**config.mk**
```make
export PLATFORM = sky130hd
export DESIGN_NAME = wm_flush_ctrl
export DESIGN_NICKNAME = d
export VERILOG_FILES = /design/src/rtl/fc_pkg.sv /design/src/rtl/fc_mode_fsm.sv /design/src/rtl/fc_pacer.sv /design/src/rtl/fc_credit.sv /design/src/rtl/wm_flush_ctrl.sv
export SDC_FILE = /design/constraint.sdc
export NUM_CORES = 1
export LEC_CHECK = 0
export ABC_AREA = 1
export BUFFER_PORTS_ARGS = -buffer_cell sky130_fd_sc_hd__buf_2
export CORE_UTILIZATION = 55
export CTS_CLUSTER_DIAMETER = 60
export DETAILED_ROUTE_END_ITERATION = 10
export PLACE_DENSITY = 0.81
export SETUP_SLACK_MARGIN = 0.1
export SLEW_MARGIN = 30
export SYNTH_ARGS = -nofsm -noshare
export SYNTH_HDL_FRONTEND = slang
export SYNTH_SLANG_ARGS = --single-unit
```
**constraint.sdc**
```tcl
create_clock -name clk -period 5.53 [get_ports clk]
set_input_delay 0.2765 -clock clk [delete_from_list [all_inputs] [get_ports clk]]
set_output_delay 0.2765 -clock clk [all_outputs]
set_load 0.02 [all_outputs]
```
**src/rtl/fc_pkg.sv**
```systemverilog
package fc_pkg;
   typedef enum logic [1:0] {
      FM_IDLE   = 2'd0,
      FM_HIGH   = 2'd1,
      FM_FORCED = 2'd2
   } flush_mode_e;
endpackage

```
**src/rtl/fc_mode_fsm.sv**
```systemverilog
module fc_mode_fsm
   import fc_pkg::*;
#(
   parameter int W = 8
) (
   input  logic         clk,
   input  logic         rst_n,
   input  logic [W-1:0] dirty,
   input  logic [W-1:0] cap,
   input  logic [W-1:0] hi,
   input  logic [W-1:0] lo,
   output flush_mode_e  mode_q,
   output logic         bad_cfg
);
   flush_mode_e mode_d;

   assign bad_cfg = (lo >= hi);

   always_comb begin
      mode_d = mode_q;
      if (bad_cfg) begin
         mode_d = FM_IDLE;
      end else if (dirty >= cap) begin
         mode_d = FM_FORCED;
      end else if (mode_q == FM_IDLE) begin
         mode_d = (dirty >= hi) ? FM_HIGH : FM_IDLE;
      end else begin
         mode_d = (dirty <= lo) ? FM_IDLE : FM_HIGH;
      end
   end

   always_ff @(posedge clk or negedge rst_n) begin
      if (!rst_n) mode_q <= FM_IDLE;
      else        mode_q <= mode_d;
   end
endmodule

```
**src/rtl/fc_pacer.sv**
```systemverilog
module fc_pacer
   import fc_pkg::*;
#(
   parameter int IDLE_GAP  = 64,
   parameter int HIGH_GAP  = 8,
   parameter int FORCE_GAP = 1
) (
   input  logic        clk,
   input  logic        rst_n,
   input  flush_mode_e mode,
   input  logic        has_dirty,
   input  logic        slot_ok,
   output logic        fire,
   output logic        req_q
);
   localparam int CW = $clog2(IDLE_GAP + 1);

   logic [CW-1:0] cnt_q;
   logic [CW-1:0] gap_m1;
   flush_mode_e   last_q;
   logic          due;

   always_comb begin
      case (mode)
         FM_HIGH:   gap_m1 = CW'(HIGH_GAP - 1);
         FM_FORCED: gap_m1 = CW'(FORCE_GAP - 1);
         default:   gap_m1 = CW'(IDLE_GAP - 1);
      endcase
   end

   assign due  = (cnt_q >= gap_m1) && (mode == last_q);
   assign fire = due && has_dirty && slot_ok;

   always_ff @(posedge clk or negedge rst_n) begin
      if (!rst_n) begin
         cnt_q  <= '0;
         last_q <= FM_IDLE;
         req_q  <= 1'b0;
      end else begin
         last_q <= mode;
         req_q  <= fire;
         if (mode != last_q || fire) cnt_q <= '0;
         else if (cnt_q < gap_m1)    cnt_q <= cnt_q + 1'b1;
      end
   end
endmodule

```
**src/rtl/fc_credit.sv**
```systemverilog
module fc_credit #(
   parameter int MAX_OUT = 4
) (
   input  logic clk,
   input  logic rst_n,
   input  logic fire,
   input  logic done,
   output logic slot_ok
);
   generate
      if (MAX_OUT == 0) begin : g_unbounded
         logic unused_pins;
         assign unused_pins = clk ^ rst_n ^ fire ^ done;
         assign slot_ok = 1'b1;
      end else begin : g_bounded
         localparam int OW = $clog2(MAX_OUT + 1);
         logic [OW-1:0] out_q;
         logic          ret;
         assign ret     = done && (out_q != '0);
         assign slot_ok = (out_q < OW'(MAX_OUT));
         always_ff @(posedge clk or negedge rst_n) begin
            if (!rst_n) out_q <= '0;
            else if (fire && !ret) out_q <= out_q + 1'b1;
            else if (!fire && ret) out_q <= out_q - 1'b1;
         end
      end
   endgenerate
endmodule

```
**src/rtl/wm_flush_ctrl.sv**
```systemverilog
module wm_flush_ctrl
   import fc_pkg::*;
#(
   parameter int W         = 8,
   parameter int IDLE_GAP  = 64,
   parameter int HIGH_GAP  = 8,
   parameter int FORCE_GAP = 1,
   parameter int MAX_OUT   = 4
) (
   input  logic         clk,
   input  logic         rst_n,
   input  logic [W-1:0] dirty_cnt,
   input  logic [W-1:0] capacity,
   input  logic [W-1:0] hi_mark,
   input  logic [W-1:0] lo_mark,
   input  logic         destage_done,
   output logic [1:0]   mode,
   output logic         destage_req,
   output logic         host_stall,
   output logic         cfg_err
);
   generate
      if (!(IDLE_GAP >= HIGH_GAP && HIGH_GAP >= FORCE_GAP && FORCE_GAP >= 1)) begin : g_bad_gaps
         $error("gaps must satisfy IDLE_GAP >= HIGH_GAP >= FORCE_GAP >= 1");
      end
      if (W < 1 || MAX_OUT < 0) begin : g_bad_sizes
         $error("W must be positive and MAX_OUT non-negative");
      end
   endgenerate

   flush_mode_e mode_q;
   logic        fire;
   logic        slot_ok;

   fc_mode_fsm #(.W(W)) u_fsm (
      .clk(clk), .rst_n(rst_n), .dirty(dirty_cnt), .cap(capacity),
      .hi(hi_mark), .lo(lo_mark), .mode_q(mode_q), .bad_cfg(cfg_err)
   );

   fc_pacer #(.IDLE_GAP(IDLE_GAP), .HIGH_GAP(HIGH_GAP), .FORCE_GAP(FORCE_GAP)) u_pace (
      .clk(clk), .rst_n(rst_n), .mode(mode_q), .has_dirty(dirty_cnt != '0),
      .slot_ok(slot_ok), .fire(fire), .req_q(destage_req)
   );

   fc_credit #(.MAX_OUT(MAX_OUT)) u_credit (
      .clk(clk), .rst_n(rst_n), .fire(fire), .done(destage_done), .slot_ok(slot_ok)
   );

   assign mode       = mode_q;
   assign host_stall = (mode_q == FM_FORCED);
endmodule

```
==> impl_metrics.ini <==
[yosys]
netlist.top_cell.by_area = sky130_fd_sc_hd__ha_1
synthMostInstantiatedCell = sky130_fd_sc_hd__inv_1
yosysWarningCount = 0
synth-seq-cells = 15
synth_adder_area_share_pct = 29.8
synth_ff_type = sky130_fd_sc_hd__dfrtp_1
yosys.area_share.simple_pct = 24.9
post_synthesis_compound_gate_area_fraction_pct = 9.60
syn-num-nets = 319
syn_inst = 243
synth.top_cells.by_area = sky130_fd_sc_hd__ha_1, sky130_fd_sc_hd__dfrtp_1, sky130_fd_sc_hd__inv_1, sky130_fd_sc_hd__nand2_1, sky130_fd_sc_hd__a21oi_1
muxShareOfSynthArea_pct = 0.645
syn_area_sq_um = 1750
synth_top_family_by_area = adder cells
yosysSeqAreaShare_pct = 21.5
post_synth_num_cell_types = 25
netlist.area_leader.share_pct = 28.7
ys_top_cells_by_count = sky130_fd_sc_hd__inv_1, sky130_fd_sc_hd__nand2_1, sky130_fd_sc_hd__ha_1, sky130_fd_sc_hd__nor2_1, sky130_fd_sc_hd__a21oi_1
post_synth_xor_area_fraction_pct = 2.01
avgSynthCellArea_sq_um = 7.19
synth_edf_count = 0
asyncSetResetFlopFracSynth_pct = 100

[worst_setup_path]
worstSetupStartpoint = u_fsm.mode_q[0]
crit_path_max_fanout = 13
worstRegToRegCells = 15
timing.reg2reg.setup_slack_ns = 2.43
timing.setup.critical_path_class = reg -> reg
timing.critical_path.from_type = flop
critical_path_required_ns = 5.72
worstSetupEndpointType = flop
crit_path_end = u_credit.g_bounded.out_q[1]
data_arrival_time_of_the_critical_path_ns = 3.29
worst_r2r_end = u_credit.g_bounded.out_q[1]
r2r_start = u_fsm.mode_q[0]

[clocking]
clk_pin_slew_worst_paths_ns = 0.10
cts.htree.levels = 1
tritoncts = built
tritoncts.num_buffers = 3
clockRootBuffer = sky130_fd_sc_hd__clkbuf_4
tritoncts_num_sinks = 15
worst_skew_pair_later_pin_latency_ns = 0.29
clockBufferDepth = 2
postCtsSetupRepairBufs = 0

[detailed_routing]
drcViolationCount = 0
vias = 1591
route.detailed.wl_per_inst_um = 10.3
drtIter0Drc = 50
viasPerCell = 4.82
drt_wl_total_um = 3390
drt_first_pass_iters = 4
antenna_violating_nets_post_route = 0

[floorplanning]
chipHeight_um = 58.4
row_count = 20
core_area_sq_um = 3030
design.die.area_sq_um = 3410
ioPinCount = 40
effective_utilization_at_floorplan_pct = 57.7
fp.dieW_um = 58.4

[finish]
final_cells = 330
n_antenna_cell = 0
synth_to_final_area_change_pct = 16.0
finish.instance_area_sq_um = 2030
num-nets-final = 363
post_route_cells_drive_above_1_share_pct = 18.2

[timing]
period_share_pct = 56.1
final.min_clock_period_ns = 3.10
number_of_hold_violations_in_the_final_report = 0
holdWs_ns = 0.415
timing_max_transition_violations_final = 0
maxClockFrequency_mhz = 322
clock-skew-final_ns = 0.00469
setup-tns-final_ns = 0
slew-limit-headroom_pct = 77.4
max_slew.worst_pin.slew_ns = 0.338
setup-violations-final = 0
unrepaired_setup_endpoints_after_global_routing = false

[placed_design]
dpl-instance-area_sq_um = 1990
place.gp.congestion = 0.819
dpl.hpwl_um = 2920
dp.cells = 325
io_buffers = 39

[global_route]
grt_start_max_net_pins = 16
number_of_antenna_violations_at_the_first_check_in_global_routing = 0
grt_pass1_vias = 1564
grt_overflow_total = 0
grt_usage_pct = 22.5
grt_pass1_wl_um = 6090

[power_and_ir_drop]
power.ir.vdd_worst_mv = 0.193
cellPowerDensity_nw_per_um2 = 209
cellLeakagePower_uw = 0.00120

[worst_hold_path]
worst_hold_path.num_cells = 0
hold_path.class = reg -> reg

[flow_run]
maxCapViolations = 0

[status]
status = finished, final reports clean
==> critical path, cell delays in order (launching register included) <==
cell and delay, ns:
sky130_fd_sc_hd__dfrtp_1 0.41, sky130_fd_sc_hd__inv_1 0.14, sky130_fd_sc_hd__ha_1 0.30, sky130_fd_sc_hd__ha_1 0.31
sky130_fd_sc_hd__nand2_1 0.09, sky130_fd_sc_hd__nor2_1 0.04, sky130_fd_sc_hd__nor2_1 0.10, sky130_fd_sc_hd__nand2_1 0.09
sky130_fd_sc_hd__nor2_4 0.25, sky130_fd_sc_hd__nand2_1 0.12, sky130_fd_sc_hd__nand2_2 0.11, sky130_fd_sc_hd__inv_1 0.06
sky130_fd_sc_hd__ha_1 0.19, sky130_fd_sc_hd__inv_1 0.10, sky130_fd_sc_hd__fa_1 0.41, sky130_fd_sc_hd__mux2_2 0.27
==> final cells by class <==
type | count | area, sq um
Fill cell | 279 | 1000
Sequential cell | 15 | 375
Clock inverter | 1 | 7.51
Tap cell | 44 | 55.1
Multi-Input combinational cell | 176 | 1170
Timing Repair Buffer | 40 | 205
Inverter | 51 | 191
Clock buffer | 3 | 22.5
==> power breakdown <==
part	internal [uW]	switching, uW	leakage (uW)
Clock	27.5	38.8	0.0000139
Combinational	86.1	108	0.000991
Sequential	134	28.0	0.000197
Total	247	175	0.00120
==> stage by stage <==
step	utilization [%]	setup slack (ns)	total power, uW
detailed placement	65.6	2.47	357
CTS	66.9	2.45	424
finish	66.9	2.43	423
global route	66.9	2.12	466
floorplan	-	2.62	300
global placement	65.6	2.59	350
==> layout by cell type, fill, tap and decap left out <==
cell type                       count
sky130_fd_sc_hd__fa_1               1
sky130_fd_sc_hd__xor2_1             1
sky130_fd_sc_hd__dlygate4sd3_1      1
sky130_fd_sc_hd__nor2_2             2
sky130_fd_sc_hd__nand2_2            2
sky130_fd_sc_hd__nor3_1             2
sky130_fd_sc_hd__clkinvlp_4         1
sky130_fd_sc_hd__nand4_1            7
sky130_fd_sc_hd__nor2_4             1
sky130_fd_sc_hd__nand3_2            1
sky130_fd_sc_hd__o31ai_1            1
sky130_fd_sc_hd__clkinv_1           1
sky130_fd_sc_hd__nand2_1           48
sky130_fd_sc_hd__nand3_1           11
sky130_fd_sc_hd__ha_1              40
sky130_fd_sc_hd__xnor2_1            3
sky130_fd_sc_hd__or2_2              1
sky130_fd_sc_hd__mux2_2             1
sky130_fd_sc_hd__inv_1             49
sky130_fd_sc_hd__clkbuf_4           3
sky130_fd_sc_hd__dfrtp_1           15
sky130_fd_sc_hd__nor2_1            23
sky130_fd_sc_hd__a21oi_1           20
sky130_fd_sc_hd__inv_2              1
sky130_fd_sc_hd__o21a_1             4
sky130_fd_sc_hd__o21ai_0            6
sky130_fd_sc_hd__buf_2             39
sky130_fd_sc_hd__or2_1              1
==> worst min-delay path by stage <==
stage,startpoint,endpoint
3_3_place_gp,rst_n,u_pace.cnt_q[0]
3_5_place_dp,rst_n,u_pace.cnt_q[1]
6_report,u_fsm.mode_q[0],u_pace.last_q[0]
5_1_grt,rst_n,u_pace.req_q
2_1_floorplan,rst_n,u_credit.g_bounded.out_q[0]
4_1_cts,rst_n,u_pace.cnt_q[4]
==> per-layer routing <==
| metal | GRT usage [%] | vias up | share of wire [%] |
|---|---|---|---|
| li1 | - | 869 | - |
| met4 | 2.72 | 0 | 0 |
| met3 | 4.40 | 0 | 3.2 |
| met2 | 39.2 | 24 | 45 |
| met5 | 0 | - | 0 |
| met1 | 29.7 | 698 | 52 |
==> kinds of logic (layout without fill, tap and decap cells) <==
group                      count (synthesis)  count (layout)
and+or+nand+nor                           99              99
buffers and inverters                     52              95
adders and majority gates                 41              41
AOI/OAI and AO/OA                         31              31
DFF                                       15              15
xor gates and xnor gates                   4               4
muxes                                      1               1
==> flip-flops by register name, indices dropped and copies added (netlist names) <==
| signal | cells |
|---|---|
| u_credit.g_bounded.out_q | 3 |
| u_fsm.mode_q | 2 |
| u_pace.cnt_q | 7 |
| u_pace.last_q | 2 |
| u_pace.req_q | 1 |
==> repair_timing <==
item,CTS,global route
endpoints found under the hold margin,15,0
resized for setup,0,0
hold buffers,1,0
Power figures use the tool's default switching activity.
